<file path="config.mk">
export PLATFORM = sky130hd
export DESIGN_NAME = seg_bank_mapper
export DESIGN_NICKNAME = d
export VERILOG_FILES = /design/src/rtl/seg_map_pkg.sv /design/src/rtl/hotspot_decode.sv /design/src/rtl/slot_table.sv /design/src/rtl/access_decode.sv /design/src/rtl/seg_bank_mapper.sv
export SDC_FILE = /design/constraint.sdc
export NUM_CORES = 1
export LEC_CHECK = 0
export CELL_PAD_IN_SITES_DETAIL_PLACEMENT = 0
export CELL_PAD_IN_SITES_GLOBAL_PLACEMENT = 2
export CORE_MARGIN = 2
export CORE_UTILIZATION = 35
export CTS_CLUSTER_DIAMETER = 200
export CTS_CLUSTER_SIZE = 16
export DETAILED_ROUTE_END_ITERATION = 6
export DONT_BUFFER_PORTS = 1
export PLACE_DENSITY_LB_ADDON = 0.1
export SYNTH_ARGS = -nofsm -noshare
export SYNTH_HDL_FRONTEND = slang
export SYNTH_SLANG_ARGS = --single-unit
</file>
<file path="constraint.sdc">
create_clock -name clk -period 4.1 [get_ports clk]
set_input_delay 0.41 -clock clk [delete_from_list [all_inputs] [get_ports clk]]
set_output_delay 0.41 -clock clk [all_outputs]
set_load 0.02 [all_outputs]
</file>
<file path="src/rtl/seg_map_pkg.sv">
package seg_map_pkg;
    localparam int ADDR_W  = 13;
    localparam int DATA_W  = 8;
    localparam int BANK_W  = 6;
    localparam int OFS_W   = 9;
    localparam int SLOT_W  = 3;
    localparam int SEG_W   = 2;
    localparam int N_SLOT  = 1 << SLOT_W;
    localparam int N_SEG   = 1 << SEG_W;
    localparam int ROM_AW  = BANK_W + 1 + OFS_W;
    localparam int RAM_AW  = BANK_W + OFS_W;

    typedef struct packed {
        logic              valid;
        logic              is_ram;
        logic              upper;   // ROM: upper half; RAM: write port
        logic [BANK_W-1:0] bank;
    } slot_t;

    typedef slot_t [N_SLOT-1:0] slot_tab_t;

    function automatic slot_tab_t reset_table();
        slot_tab_t t;
        for (int i = 0; i < N_SLOT; i++) begin
            t[i] = '{valid: 1'b0, is_ram: 1'b0, upper: 1'b0, bank: '0};
        end
        t[N_SLOT-2] = '{valid: 1'b1, is_ram: 1'b0, upper: 1'b0, bank: '0};
        t[N_SLOT-1] = '{valid: 1'b1, is_ram: 1'b0, upper: 1'b1, bank: '0};
        return t;
    endfunction
endpackage

</file>
<file path="src/rtl/hotspot_decode.sv">
module hotspot_decode
    import seg_map_pkg::*;
#(
    parameter logic [ADDR_W-1:0] RAM_HOT = 13'h003E,
    parameter logic [ADDR_W-1:0] ROM_HOT = 13'h003F
) (
    input  logic [ADDR_W-1:0] addr,
    input  logic              wr,
    output logic              hot_ram,
    output logic              hot_rom
);
    always_comb begin
        hot_ram = wr && (addr == RAM_HOT);
        hot_rom = wr && (addr == ROM_HOT);
    end
endmodule

</file>
<file path="src/rtl/slot_table.sv">
module slot_table
    import seg_map_pkg::*;
(
    input  logic              clk,
    input  logic              rst_n,
    input  logic              hot_ram,
    input  logic              hot_rom,
    input  logic [DATA_W-1:0] wdata,
    output slot_tab_t         tab
);
    typedef struct packed {
        slot_tab_t slots;
    } state_t;

    state_t st_d, st_q;

    logic [SEG_W-1:0]  seg_sel;
    logic [BANK_W-1:0] bank_sel;

    always_comb begin
        seg_sel  = wdata[DATA_W-1 -: SEG_W];
        bank_sel = wdata[BANK_W-1:0];
        st_d     = st_q;
        if (hot_rom) begin
            st_d.slots[{seg_sel, 1'b0}] = '{valid: 1'b1, is_ram: 1'b0, upper: 1'b0, bank: bank_sel};
            st_d.slots[{seg_sel, 1'b1}] = '{valid: 1'b1, is_ram: 1'b0, upper: 1'b1, bank: bank_sel};
        end
        if (hot_ram) begin
            st_d.slots[{1'b0, seg_sel}] = '{valid: 1'b1, is_ram: 1'b1, upper: 1'b0, bank: bank_sel};
            st_d.slots[{1'b1, seg_sel}] = '{valid: 1'b1, is_ram: 1'b1, upper: 1'b1, bank: bank_sel};
        end
    end

    always_ff @(posedge clk or negedge rst_n) begin
        if (!rst_n) st_q.slots <= reset_table();
        else        st_q       <= st_d;
    end

    assign tab = st_q.slots;

    for (genvar g = 0; g < N_SEG; g++) begin : g_seg_chk
        // ROM switch fills both halves of the chosen segment
        p_rom_switch_r2: assert property (@(posedge clk) disable iff (!rst_n)
            (hot_rom && !hot_ram && wdata[DATA_W-1 -: SEG_W] == g) |=>
            (tab[2*g].valid && !tab[2*g].is_ram && tab[2*g+1].upper &&
             tab[2*g].bank == $past(wdata[BANK_W-1:0]) &&
             tab[2*g+1].bank == $past(wdata[BANK_W-1:0])));
        // RAM switch fills read slot g and write slot g+4
        p_ram_switch_r3: assert property (@(posedge clk) disable iff (!rst_n)
            (hot_ram && wdata[DATA_W-1 -: SEG_W] == g) |=>
            (tab[g].is_ram && !tab[g].upper && tab[g+N_SEG].is_ram &&
             tab[g+N_SEG].upper && tab[g].bank == $past(wdata[BANK_W-1:0])));
    end

    // without a hotspot write the table holds
    p_table_hold_r8: assert property (@(posedge clk) disable iff (!rst_n)
        (!hot_ram && !hot_rom) |=> $stable(tab));
endmodule

</file>
<file path="src/rtl/access_decode.sv">
module access_decode
    import seg_map_pkg::*;
(
    input  logic [ADDR_W-1:0] addr,
    input  logic              rd,
    input  logic              wr,
    input  slot_tab_t         tab,
    output logic [ROM_AW-1:0] rom_addr,
    output logic              rom_sel,
    output logic [RAM_AW-1:0] ram_addr,
    output logic              ram_sel,
    output logic              ram_we,
    output logic              data_valid
);
    slot_t            ent;
    logic             in_win;
    logic [OFS_W-1:0] ofs;
    logic             rom_hit, ram_rd_hit, ram_wr_hit;

    always_comb begin
        in_win     = addr[ADDR_W-1];
        ent        = tab[addr[ADDR_W-2 -: SLOT_W]];
        ofs        = addr[OFS_W-1:0];
        rom_hit    = in_win && ent.valid && !ent.is_ram;
        ram_rd_hit = in_win && ent.valid &&  ent.is_ram && !ent.upper;
        ram_wr_hit = in_win && ent.valid &&  ent.is_ram &&  ent.upper;
        rom_addr   = {ent.bank, ent.upper, ofs};
        ram_addr   = {ent.bank, ofs};
        rom_sel    = rd && rom_hit;
        ram_we     = wr && ram_wr_hit;
        ram_sel    = (rd && ram_rd_hit) || ram_we;
        data_valid = rom_sel || (rd && ram_rd_hit);
    end
endmodule

</file>
<file path="src/rtl/seg_bank_mapper.sv">
module seg_bank_mapper
    import seg_map_pkg::*;
(
    input  logic              clk,
    input  logic              rst_n,
    input  logic [ADDR_W-1:0] cpu_addr,
    input  logic              cpu_rd,
    input  logic              cpu_wr,
    input  logic [DATA_W-1:0] cpu_wdata,
    output logic [ROM_AW-1:0] rom_addr,
    output logic              rom_sel,
    output logic [RAM_AW-1:0] ram_addr,
    output logic              ram_sel,
    output logic              ram_we,
    output logic              data_valid
);
    logic      hot_ram, hot_rom;
    slot_tab_t tab;

    hotspot_decode i_hot (
        .addr    (cpu_addr),
        .wr      (cpu_wr),
        .hot_ram (hot_ram),
        .hot_rom (hot_rom)
    );

    slot_table i_tab (
        .clk     (clk),
        .rst_n   (rst_n),
        .hot_ram (hot_ram),
        .hot_rom (hot_rom),
        .wdata   (cpu_wdata),
        .tab     (tab)
    );

    access_decode i_dec (
        .addr       (cpu_addr),
        .rd         (cpu_rd),
        .wr         (cpu_wr),
        .tab        (tab),
        .rom_addr   (rom_addr),
        .rom_sel    (rom_sel),
        .ram_addr   (ram_addr),
        .ram_sel    (ram_sel),
        .ram_we     (ram_we),
        .data_valid (data_valid)
    );

    // a RAM write only lands in the upper (write-port) half of the window
    p_we_port_r4: assert property (@(posedge clk) disable iff (!rst_n)
        ram_we |-> (cpu_wr && cpu_addr[ADDR_W-1] && cpu_addr[ADDR_W-2] && ram_sel));
    // valid data only on reads
    p_valid_on_read_r7: assert property (@(posedge clk) disable iff (!rst_n)
        data_valid |-> (cpu_rd && (rom_sel || ram_sel)));
    // hotspot write touches no memory
    p_hot_quiet_r8: assert property (@(posedge clk) disable iff (!rst_n)
        (hot_ram || hot_rom) |-> (!rom_sel && !ram_sel && !ram_we));
    // outside the window nothing is selected
    p_outside_r9: assert property (@(posedge clk) disable iff (!rst_n)
        !cpu_addr[ADDR_W-1] |-> (!rom_sel && !ram_sel && !data_valid));
    // never both memories at once
    p_one_mem_r6: assert property (@(posedge clk) disable iff (!rst_n)
        $onehot0({rom_sel, ram_sel}));
endmodule

</file>
# Word level (Yosys, flattened, before mapping)
# Index checks and enable logic that the tools add are counted.
totals:
  regBits: 72
  wordCells: 77
  ram_bits: 0
  out_inout_bits: 35
  memories: 0
  romBits: 0
  in_bits: 25
  latch_bits: 0
op_classes:
  mul: 0
  reduce_logical: 18
  add_sub_neg: 0
  mux: 16
  magnitude_cmp: 9
  div: 0
  shifts: 0
  n_eq_ne: 2
  n_bitwise: 0
ops:
  columns: ["op", "n"]
  rows:
  - ["bitwise mux 72 bit", 4]
  - ["two-way mux 72 bit", 2]
  - ["demux 9 bit (select 2 bit)", 4]
  - ["two-way mux 9 bit", 5]
  - ["binary-select mux 9 bit (select 3 bit)", 1]
  - ["equality test 13 x 6 -> 1 bit, second input constant", 2]
  - ["less-than comparator 3 x 4 -> 1 bit, second input constant", 4]
  - ["logical AND 1 bit", 14]
  - [">= comparator 3 x 1 -> 1 bit, second input constant", 3]
  - ["less-than comparator 2 x 4 -> 1 bit, second input constant", 1]
  - [">= comparator 2 x 1 -> 1 bit, second input constant", 1]
  - ["zero test 1 bit", 2]
  - ["logical OR 1 bit", 2]

# Longest topological paths before layout
# Gate-level depths: netlist of run 1.
logic_depth:
  ltp_word: 10
  depth_mapped: 7
  depth_no_buf: 5

# By module
# From an unflattened synthesis of run 1, not the netlist that was laid out.
hier_totals:
  cells_unflattened: 265
  hier_area_um2: 3678.5
by_module_without_submodules:
  columns: ["module", "seq_area_each_um2", "instances", "cells_each", "area_per_inst_um2"]
  rows:
  - ["slot_table", 1805.5, 1, 192, 2834.0]
  - ["access_decode", 0.0, 1, 66, 794.5]
  - ["hotspot_decode", 0.0, 1, 7, 50.0]

# Worst setup path before layout of run 1
# OpenSTA, ideal clock, no wires.
synth_timing:
  kind: "input to output"
  from: "in cpu_addr[10]"
  to: "out data_valid"
  setup_slack_ps: 1586
  path_buffers: 1
  t_arrival_ps: 2104
  stages: 5
  cell_sequence: "buf_2 > mux4_2 > a211oi_1 > inv_1 > a211oi_1"
synth_between:
  word_cells_on_any_way: 11
  classes_between: "2 x mux; 9 x reduce/logical"
synth_lines:
  columns: ["element", "line_no", "text"]
  rows:
  - ["start, declared", "seg_bank_mapper.sv:6", "input logic [ADDR_W-1:0] cpu_addr,"]
  - ["binary-select mux 9 bit (select 3 bit)", "access_decode.sv:22", "ent = tab[addr[ADDR_W-2 -: SLOT_W]];"]
  - ["two-way mux 9 bit (implied by the code)", "access_decode.sv:22", null]
  - ["named net rom_addr[9]", "seg_bank_mapper.sv:10", "output logic [ROM_AW-1:0] rom_addr,"]
  - ["zero test 1 bit", "access_decode.sv:25", "ram_rd_hit = in_win && ent.valid && ent.is_ram && !ent.upper;"]
  - ["logical AND 1 bit", "access_decode.sv:25", null]
  - ["logical AND 1 bit", "access_decode.sv:32", "data_valid = rom_sel || (rd && ram_rd_hit);"]
  - ["logical OR 1 bit", "access_decode.sv:32", null]
  - ["end, declared", "seg_bank_mapper.sv:15", "output logic data_valid"]
# The timed path passes the listed nets, and every way through them passes these cells. The select of a mux whose other input is x is not followed.

# Worst setup path after layout of run 1
layout_timing:
  from: "reg i_tab.st_q, in the netlist i_tab.tab[60]"
  to: "out data_valid"
layout_between:
  elab_chain_cells: 6
layout_rtl:
  columns: ["element", "line_no", "text"]
  rows:
  - ["start, declared", "slot_table.sv:15", "state_t st_d, st_q;"]
  - ["start signal, assigned", "slot_table.sv:36", "else st_q <= st_d;"]
  - ["binary-select mux 9 bit (select 3 bit)", "access_decode.sv:22", null]
  - ["two-way mux 9 bit (implied by the code)", "access_decode.sv:22", null]
  - ["named net rom_addr[9]", "seg_bank_mapper.sv:10", null]
  - ["zero test 1 bit", "access_decode.sv:25", null]
  - ["logical AND 1 bit", "access_decode.sv:25", null]
  - ["logical AND 1 bit", "access_decode.sv:32", null]
  - ["logical OR 1 bit", "access_decode.sv:32", null]
# The timed path passes the listed nets, and every way through them passes these cells. The select of a mux whose other input is x is not followed.

==> run_results.csv, run 1 <==
group,metric,value,unit
routing,vias,2567,
logic_synthesis,async_reset_ff_share,100.0,%
timing,grt_setup_unrepaired,"false",
routing,dr.pass1.iters,4,
pwr,max-vdd-ir-drop,198.9,uV
cells_and_area,largest_register_ffs,72,
setup_path,worstPathArrival,2.52,ns
placement,io_buffer_count,0,
timing,slew_violations,0,
setup_path,r2r_slack,3.09,ns
global_routing,grt_pass1_wl,16.30,mm
cells_and_area,post-route-cell-area,4243,um2
timing,fin_ws,1.175,ns
placement,place_congestion,0.6827,
setup_path,reg2reg_from,"i_tab.tab[45]$_DFF_PN0_",
cells_and_area,diodes,0,
timing,finClkSkew,0,ns
routing,post-route-drc-count,0,
cts,clk_path_buf_depth,2,
timing,tns,0,ns
timing,period_minus_slack,2.925,ns
cts,htreeDepth,3,
die,pin_count,60,
cells_and_area,fin_util,37.32,%
die,dieWidth,111.8,um
timing,fmax,341.9,MHz
global_routing,grt_pass1_vias,2577,
outcome,status,"finished clean",
setup_path,endpoint_kind,"primary output",
worst_hold_path,hp-class,"in2reg",
setup_path,crit_end,"data_valid",
setup_path,cp-start-kind,"register",
placement,dp_worst_setup_slack,1.487,ns
logic_synthesis,netlist_instances,349,
setup_path,path_max_fanout,3,
timing,relSlewSlack,35.49,%
logic_synthesis,synth_edf_count,0,
routing,wl_per_cell,22.34,um
cells_and_area,area_growth,4.371,%
routing,ant_nets,0,
global_routing,grt_overflow,0,
global_routing,antenna_found_initial,0,
logic_synthesis,yosysMostFrequentCell,"dfrtp_1",
die,num_rows,39,
logic_synthesis,syn-cell-area,4065,um2
cells_and_area,drive_above_1_share,32.37,%
routing,drt_iter0_markers,207,
logic_synthesis,ys_types,39,
placement,hpwl,6.639,mm
logic_synthesis,synth_warnings,0,
logic_synthesis,yosys-top-cells-area,"dfrtp_1, mux4_2, mux2_2",
timing,period_share,71.34,%
logic_synthesis,synth_common_cells,"dfrtp_1, mux2_2, nand2_1",
setup_path,crit_type,"reg2out",
logic_synthesis,ys_ff_latch,72,
setup_path,critical_path_required,3.69,ns
pwr,p_leak,1.918,nW
cts,cts_resized,0,
pwr,totalPowerFinal,1.531,mW
logic_synthesis,synth_flop_cell,"dfrtp_1",
routing,drt-total-wl,10.17,mm
cells_and_area,nets,333,
logic_synthesis,yosysSeqAreaShare,44.41,%
logic_synthesis,yosys.area.top_type,"dfrtp_1",
logic_synthesis,synth_nets,374,
pwr,power.density,360.8,nW/um2
global_routing,grt_max_degree,73,
cts,cts.sinks,72,
die,die_h,111.8,um
logic_synthesis,syn_area_per_cell,11.65,um2
die,core,11370,um2
timing,finalHoldViolCount,0,
setup_path,regToRegEndpoint,"i_tab.tab[45]$_DFF_PN0_",
timing,worst_pin_slew,0.9542,ns
cts,insertion_delay,0.33,ns
cts,cts_tree,"done",
cts,cts_setup_buffers,0,
placement,placedInstanceArea,3925,um2
setup_path,cp-startpoint,"i_tab.tab[60]$_DFF_PN0_",
setup_path,reg2regPathDepth,2,
timing,setup_violations,0,
flow_run,drv_cap,0,
cts,numCtsBuffers,9,
cts,cts_hold_buf,2,
global_routing,grt_usage,17.45,%
cts,clkTransAtPathRegs,0.06,ns
die,start_util,35.75,%
logic_synthesis,synth_top_area_share,42.47,%
cts,cts-root-buf,"clkbuf_16",
die,dieArea,12490,um2
routing,vias_per_cell,5.642,
## logic make-up after synthesis
logic type	Yosys count	synth area share [%]
simple gates	81	10.99
compound gates	65	12.07
buf+inv	65	8.956
mux	65	23.36
flops	72	44.41
xor+xnor	1	0.2155
## cell type report
cell class,instances,area [um2]
flip-flops and latches,72,1805
clock buffers,12,236.5
well taps,143,178.9
fillers,1113,7127
multi-input cells,212,1896
inverters,10,37.54
repair buffers,3,45.04
clock inverters,3,43.79
## worst min-delay path by stage
| stage | start | endpoint | slack (ns) | depth (start not counted) |
|---|---|---|---|---|
| after CTS | cpu_wdata[7] | i_tab.tab[42]$_DFF_PN0_ | 0.17 | 1 |
| final | cpu_wdata[7] | i_tab.tab[42]$_DFF_PN0_ | 0.18 | 1 |
| after detailed placement | rst_n | i_tab.tab[64]$_DFF_PN0_ | 0.12 | 0 |
| after global routing | cpu_wdata[7] | i_tab.tab[42]$_DFF_PN0_ | 0.17 | 1 |
| after floorplan | rst_n | i_tab.tab[0]$_DFF_PN0_ | 0.11 | 0 |
| after global placement | rst_n | i_tab.tab[64]$_DFF_PN0_ | 0.12 | 0 |
## report_power, final
part / internal [mW] / total [mW] / switching, mW
sequential: 0.712 / 0.712 / 0.000386
clock: 0.468 / 0.750 / 0.282
combinational: 0.0296 / 0.0688 / 0.0392
total: 1.21 / 1.53 / 0.321
## cells in the final DEF, fill, tap and decap left out, types with 10 or more instances in the layout
master | synthesis | layout
o221a_2 | 12 | 12
dfrtp_1 | 69 | 69
o32ai_1 | 12 | 12
a21oi_1 | 10 | 10
mux2_4 | 12 | 12
o21ai_0 | 19 | 19
nand2_1 | 28 | 28
nor2_1 | 11 | 11
mux2_2 | 31 | 31
mux4_2 | 16 | 16
## per-stage QoR
step                      std cells  hold WS [ns]
after global placement          438        0.1161
after global routing            455        0.1700
after detailed placement        438        0.1159
final                           455        0.1815
after CTS                       455        0.1721
after floorplan                 349        0.1144
## metal layers
metal	up-vias	global-route usage (%)	share of wire, %
li1	1180	-	-
met1	1331	27.19	52
met2	46	24.00	43
met3	10	3.157	4.2
met4	0	6.420	1.3
met5	-	0	0
## critical path, cell delays in order (launching register included)
cell      delay (ns)
dfrtp_1         0.41
mux4_2          0.46
a211oi_1        0.45
inv_1           0.23
a211oi_1        0.63
No activity file was read; power rests on OpenSTA's default activity.
==> inputs of run 2 (changes only) <==
- clock period: 4.1 -> 2.55 ns (I/O delays scaled with it)
==> run_results.csv, run 2 (same netlist as run 1, synthesis figures left out) <==
group,metric,value,unit
outcome,status,"finished clean",
cts,cts-root-buf,"clkbuf_16",
cts,cts.sinks,72,
setup_path,r2r_slack,1.55,ns
timing,period_minus_slack,2.280,ns
routing,vias_per_cell,5.704,
pwr,p_leak,1.970,nW
setup_path,reg2reg_from,"i_tab.tab[46]$_DFF_PN0_",
setup_path,cp-start-kind,"register",
die,die_h,111.8,um
die,dieArea,12490,um2
timing,slew_violations,0,
timing,setup_violations,0,
setup_path,worstPathArrival,2.02,ns
global_routing,grt_usage,17.67,%
setup_path,critical_path_required,2.30,ns
timing,relSlewSlack,58.82,%
timing,finClkSkew,0,ns
cells_and_area,diodes,0,
timing,tns,0,ns
cells_and_area,drive_above_1_share,35.00,%
routing,drt_iter0_markers,199,
setup_path,cpPeakStageDelay,0.48,ns
routing,ant_nets,0,
timing,period_share,89.41,%
die,num_rows,39,
timing,worst_hold_slack,0.02708,ns
timing,fmax,438.6,MHz
global_routing,grt_pass1_wl,16.66,mm
setup_path,crit_chain,"mux4_2 -> a211oi_2 -> inv_1 -> a211oi_1 -> buf_4",
setup_path,slowest_stage,"mux4_2",
routing,post-route-drc-count,0,
cts,clk_path_buf_depth,2,
cells_and_area,nets,340,
pwr,power.density,609.3,nW/um2
cells_and_area,largest_register_ffs,72,
setup_path,regToRegEndpoint,"i_tab.tab[46]$_DFF_PN0_",
setup_path,cp-startpoint,"i_tab.tab[42]$_DFF_PN0_",
placement,io_buffer_count,0,
routing,wl_per_cell,22.84,um
cts,clkTransAtPathRegs,0.06,ns
global_routing,grt_pass1_vias,2674,
routing,dr.pass1.iters,5,
cells_and_area,final_cell_mix,"dfrtp_1, mux2_2, nand2_1",
setup_path,endpoint_kind,"primary output",
die,start_util,35.75,%
worst_hold_path,hold_depth,1,
cells_and_area,final_common_cell,"dfrtp_1",
worst_hold_path,hp-class,"in2reg",
placement,place_congestion,0.7023,
cts,insertion_delay,0.33,ns
cts,cts_setup_buffers,0,
worst_hold_path,min_from,"cpu_wdata[7]",
timing,finalHoldViolCount,0,
die,dieWidth,111.8,um
setup_path,crit_type,"reg2out",
cts,numCtsBuffers,9,
routing,drt-total-wl,10.57,mm
timing,grt_setup_unrepaired,"false",
cells_and_area,area_growth,6.833,%
global_routing,grt_max_degree,73,
timing,worst_pin_slew,0.6177,ns
global_routing,antenna_found_initial,0,
setup_path,path_max_fanout,3,
cts,htreeDepth,3,
flow_run,drv_cap,0,
placement,hpwl,6.792,mm
routing,vias,2641,
setup_path,reg2regPathDepth,2,
die,pin_count,60,
global_routing,grt_overflow,0,
cells_and_area,fillers,1097,
cts,cts_tree,"done",
pwr,max-vdd-ir-drop,376.2,uV
die,core,11370,um2
worst_hold_path,hold-path-endpoint,"i_tab.tab[33]$_DFF_PN0_",
-- run 2: area by class of cell --
type / instances / area [um2] / share of cell area (%)
clock inverter: 5 / 80.08 / 1.844
multi-input combinational: 212 / 1901 / 43.76
tap: 143 / 178.9 / 4.120
sequential: 72 / 1805 / 41.57
inverter: 10 / 37.54 / 0.8643
clock buffer: 11 / 242.7 / 5.589
timing repair buffer: 10 / 97.59 / 2.247
-- run 2: worst max path at each step --
stage / to / slack (ns)
finish: data_valid / 0.27
global route: data_valid / 0.15
CTS: data_valid / 0.13
detailed placement: i_tab.tab[12]$_DFF_PN0_ / 0.36
global placement: i_tab.tab[14]$_DFF_PN0_ / 0.40
floorplan: data_valid / 0.30
-- run 2: timing repair --
item                                    in CTS  in global routing
endpoints found under the hold margin       72                  0
resized for setup                            0                  1
hold buffers                                 2                  0
endpoints found under the setup margin       0                  1
-- run 2: per-layer routing --
layer / track usage [%] / wire, um / share of wire, %
met1: 27.59 / 5442 / 51
met2: 24.32 / 4580 / 43
met3: 2.940 / 379 / 3.6
met4: 6.667 / 170 / 1.6
met5: 0 / 0 / 0
-- run 2: worst max-delay path: cells and delay by family (launching register included) --
family	cells	cell delay (ns)
AO/OA/AOI/OAI	2	0.55
multiplexers	1	0.48
buffers and inverters	2	0.27
flip-flops	1	0.40
-- run 2: where the power goes --
group          internal (mW)  switching, mW
registers               1.14       0.000626
clock network          0.882          0.503
logic                 0.0509         0.0657
total                   2.08          0.569
-- run 2: metrics by stage --
step	utilization (%)	cell area, um2	worst slack (ns)	power [mW]	instances
floorplan	-	4065	0.3030	1.315	349
global placement	34.98	3978	0.3954	1.253	445
detailed placement	34.98	3978	0.3566	1.253	445
CTS	38.15	4338	0.1334	2.677	463
global route	38.20	4343	0.1451	2.744	463
finish	38.20	4343	0.2700	2.646	463
==> inputs of run 3 (changes only) <==
- ABC_AREA: unset -> 1
- CORE_UTILIZATION: 35 -> 32
- SLEW_MARGIN: unset -> 20
- TNS_END_PERCENT: unset -> 50
==> run_results.csv, run 3 <==
group,metric,value,unit
routing,post-route-drc-count,0,
timing,finClkSkew,0,ns
cts,clk_path_buf_depth,2,
routing,ant_nets,0,
timing,relSlewSlack,62.36,%
logic_synthesis,ys_ff_latch,72,
cells_and_area,drive_above_1_share,8.428,%
setup_path,crit_chain,"or2_2 -> nand3_1 -> nand2_1 -> inv_1 -> nand2_1 -> a21oi_1",
routing,dr.pass1.iters,5,
timing,fmax,478.4,MHz
cells_and_area,final_common_cell,"nand2_1",
setup_path,cp-start-kind,"register",
setup_path,worstPathArrival,1.84,ns
flow_run,drv_cap,0,
setup_path,path_common_cell,"nand2_1",
die,die_h,122.4,um
placement,placedInstanceArea,4459,um2
cells_and_area,post-route-cell-area,4765,um2
global_routing,grt_pass1_wl,24.57,mm
cells_and_area,fin_util,34.59,%
logic_synthesis,yosys-top-cells-area,"dfrtp_1, nand2_1, nand3_1",
routing,vias,4036,
timing,period_share,81.97,%
die,dieWidth,122.4,um
cts,cts-root-buf,"clkbuf_16",
setup_path,slowest_stage,"a21oi_1",
setup_path,path_max_fanout,3,
die,core,13770,um2
setup_path,crit_type,"reg2out",
cts,cts_tree,"done",
setup_path,cpPeakStageDelay,0.44,ns
setup_path,path_buf_inv,1,
timing,grt_setup_unrepaired,"false",
cts,clkTransAtPathRegs,0.06,ns
pwr,p_leak,2.604,nW
cells_and_area,largest_register_ffs,72,
outcome,status,"finished clean",
cells_and_area,diodes,0,
placement,dpl.cell_count,779,
die,num_rows,43,
cts,insertion_delay,0.34,ns
timing,fin_ws,0.4598,ns
cells_and_area,area_growth,6.161,%
logic_synthesis,yosysSeqAreaShare,40.23,%
timing,worst_hold_slack,0.02928,ns
pwr,totalPowerFinal,2.543,mW
routing,vias_per_cell,5.064,
timing,finalHoldViolCount,0,
die,start_util,32.59,%
logic_synthesis,syn_area_per_cell,6.969,um2
timing,slew_violations,0,
logic_synthesis,syn-cell-area,4488,um2
cts,cts_resized,0,
global_routing,grt_pass1_vias,4006,
global_routing,antenna_found_initial,1,
logic_synthesis,synth_top_area_share,38.47,%
routing,drt_iter0_markers,329,
routing,drt-total-wl,15.64,mm
cells_and_area,layout.cells.non_filler,797,
die,dieArea,14990,um2
logic_synthesis,yosys.area.top_type,"dfrtp_1",
cells_and_area,final_cell_mix,"nand2_1, dfrtp_1, nand3_1",
placement,hpwl,10.66,mm
logic_synthesis,netlist_instances,644,
pwr,max-vdd-ir-drop,274.4,uV
cts,htreeDepth,3,
timing,period_minus_slack,2.090,ns
logic_synthesis,yosysMostFrequentCell,"nand2_1",
logic_synthesis,ys_types,29,
setup_path,critical_path_required,2.30,ns
placement,dp_worst_setup_slack,0.5748,ns
global_routing,grt_usage,22.54,%
die,pin_count,60,
timing,worst_pin_slew,0.5639,ns
worst_hold_path,hp-class,"in2reg",
logic_synthesis,synth_nets,669,
logic_synthesis,synth_warnings,0,
logic_synthesis,synth_flop_cell,"dfrtp_1",
placement,io_buffer_count,0,
routing,wl_per_cell,19.63,um
global_routing,grt_overflow,0,
pwr,power.density,533.8,nW/um2
logic_synthesis,synth_edf_count,0,
setup_path,cp_top_family,"simple AND/OR/NAND/NOR gates",
timing,tns,0,ns
cts,cts.sinks,72,
setup_path,endpoint_kind,"primary output",
timing,setup_violations,0,
placement,place_congestion,0.7576,
cts,numCtsBuffers,9,
logic_synthesis,async_reset_ff_share,100.0,%
cells_and_area,nets,637,
logic_synthesis,synth_common_cells,"nand2_1, dfrtp_1, nand3_1",
global_routing,grt_max_degree,73,
==> run 3: cell count changes after synthesis, moves of 16 or more <==
| cell | before | now |
|---|---|---|
| nand2_1 | 28 | 258 |
| mux4_2 | 16 | 0 |
| mux2_2 | 31 | 0 |
| o21ai_0 | 19 | 44 |
| nand4_1 | 0 | 30 |
| inv_1 | 9 | 49 |
| nand3_1 | 0 | 50 |
| nor2_1 | 11 | 32 |
==> run 3: area by class of cell <==
type,instances,area (um2)
Clock buffer,13,250.2
Clock inverter,3,17.52
Fill cell,1537,9009
Inverter,55,207.7
Multi-Input combinational cell,459,2123
Sequential cell,72,1805
Tap cell,180,225.2
Timing Repair Buffer,15,135.1
==> run 3: timing repair <==
item / 4_1_cts / 5_1_grt
hold endpoints to repair: 72 / 0
buffers inserted: 0 / 0
hold buffers: 2 / 0
==> run 3: cells by family (layout without fill, tap and decap cells) <==
group	count (synthesis)	in the layout	share of synthesized area, %
DFF	72	72	40.23
AOI/OAI and AO/OA	73	73	8.503
and+or+nand+nor	386	386	38.81
buffers and inverters	113	86	12.46
==> run 3: worst paths after layout <==
kind | from | end | slack (ns) | cells after the start
min in group asynchronous | rst_n | i_tab.tab[53]$_DFF_PN0_ | 0.47 | 2
min | cpu_wdata[2] | i_tab.tab[20]$_DFF_PN0_ | 0.03 | 2
max reg2reg | i_tab.tab[9]$_DFF_PN0_ | i_tab.tab[9]$_DFF_PN0_ | 1.54 | 6
min reg2reg | i_tab.tab[8]$_DFF_PN0_ | i_tab.tab[8]$_DFF_PN0_ | 0.46 | 2
max | i_tab.tab[24]$_DFF_PN0_ | data_valid | 0.46 | 6
max in group asynchronous | rst_n | i_tab.tab[71]$_DFF_PN1_ | 1.72 | 2
==> run 3: layer usage <==
layer / vias to the layer above / global-route usage [%] / share of wire [%]
met5: - / 0 / 0
met4: 0 / 8.549 / 1.2
met3: 10 / 3.810 / 4.6
met2: 82 / 34.03 / 46
met1: 1952 / 32.16 / 48
li1: 1992 / - / -
==> run 3: where the power goes <==
part	switching (mW)	leakage (nW)	internal, mW
Clock	0.501	0.130	0.683
Sequential	0.000963	0.912	1.14
Combinational	0.158	1.56	0.0554
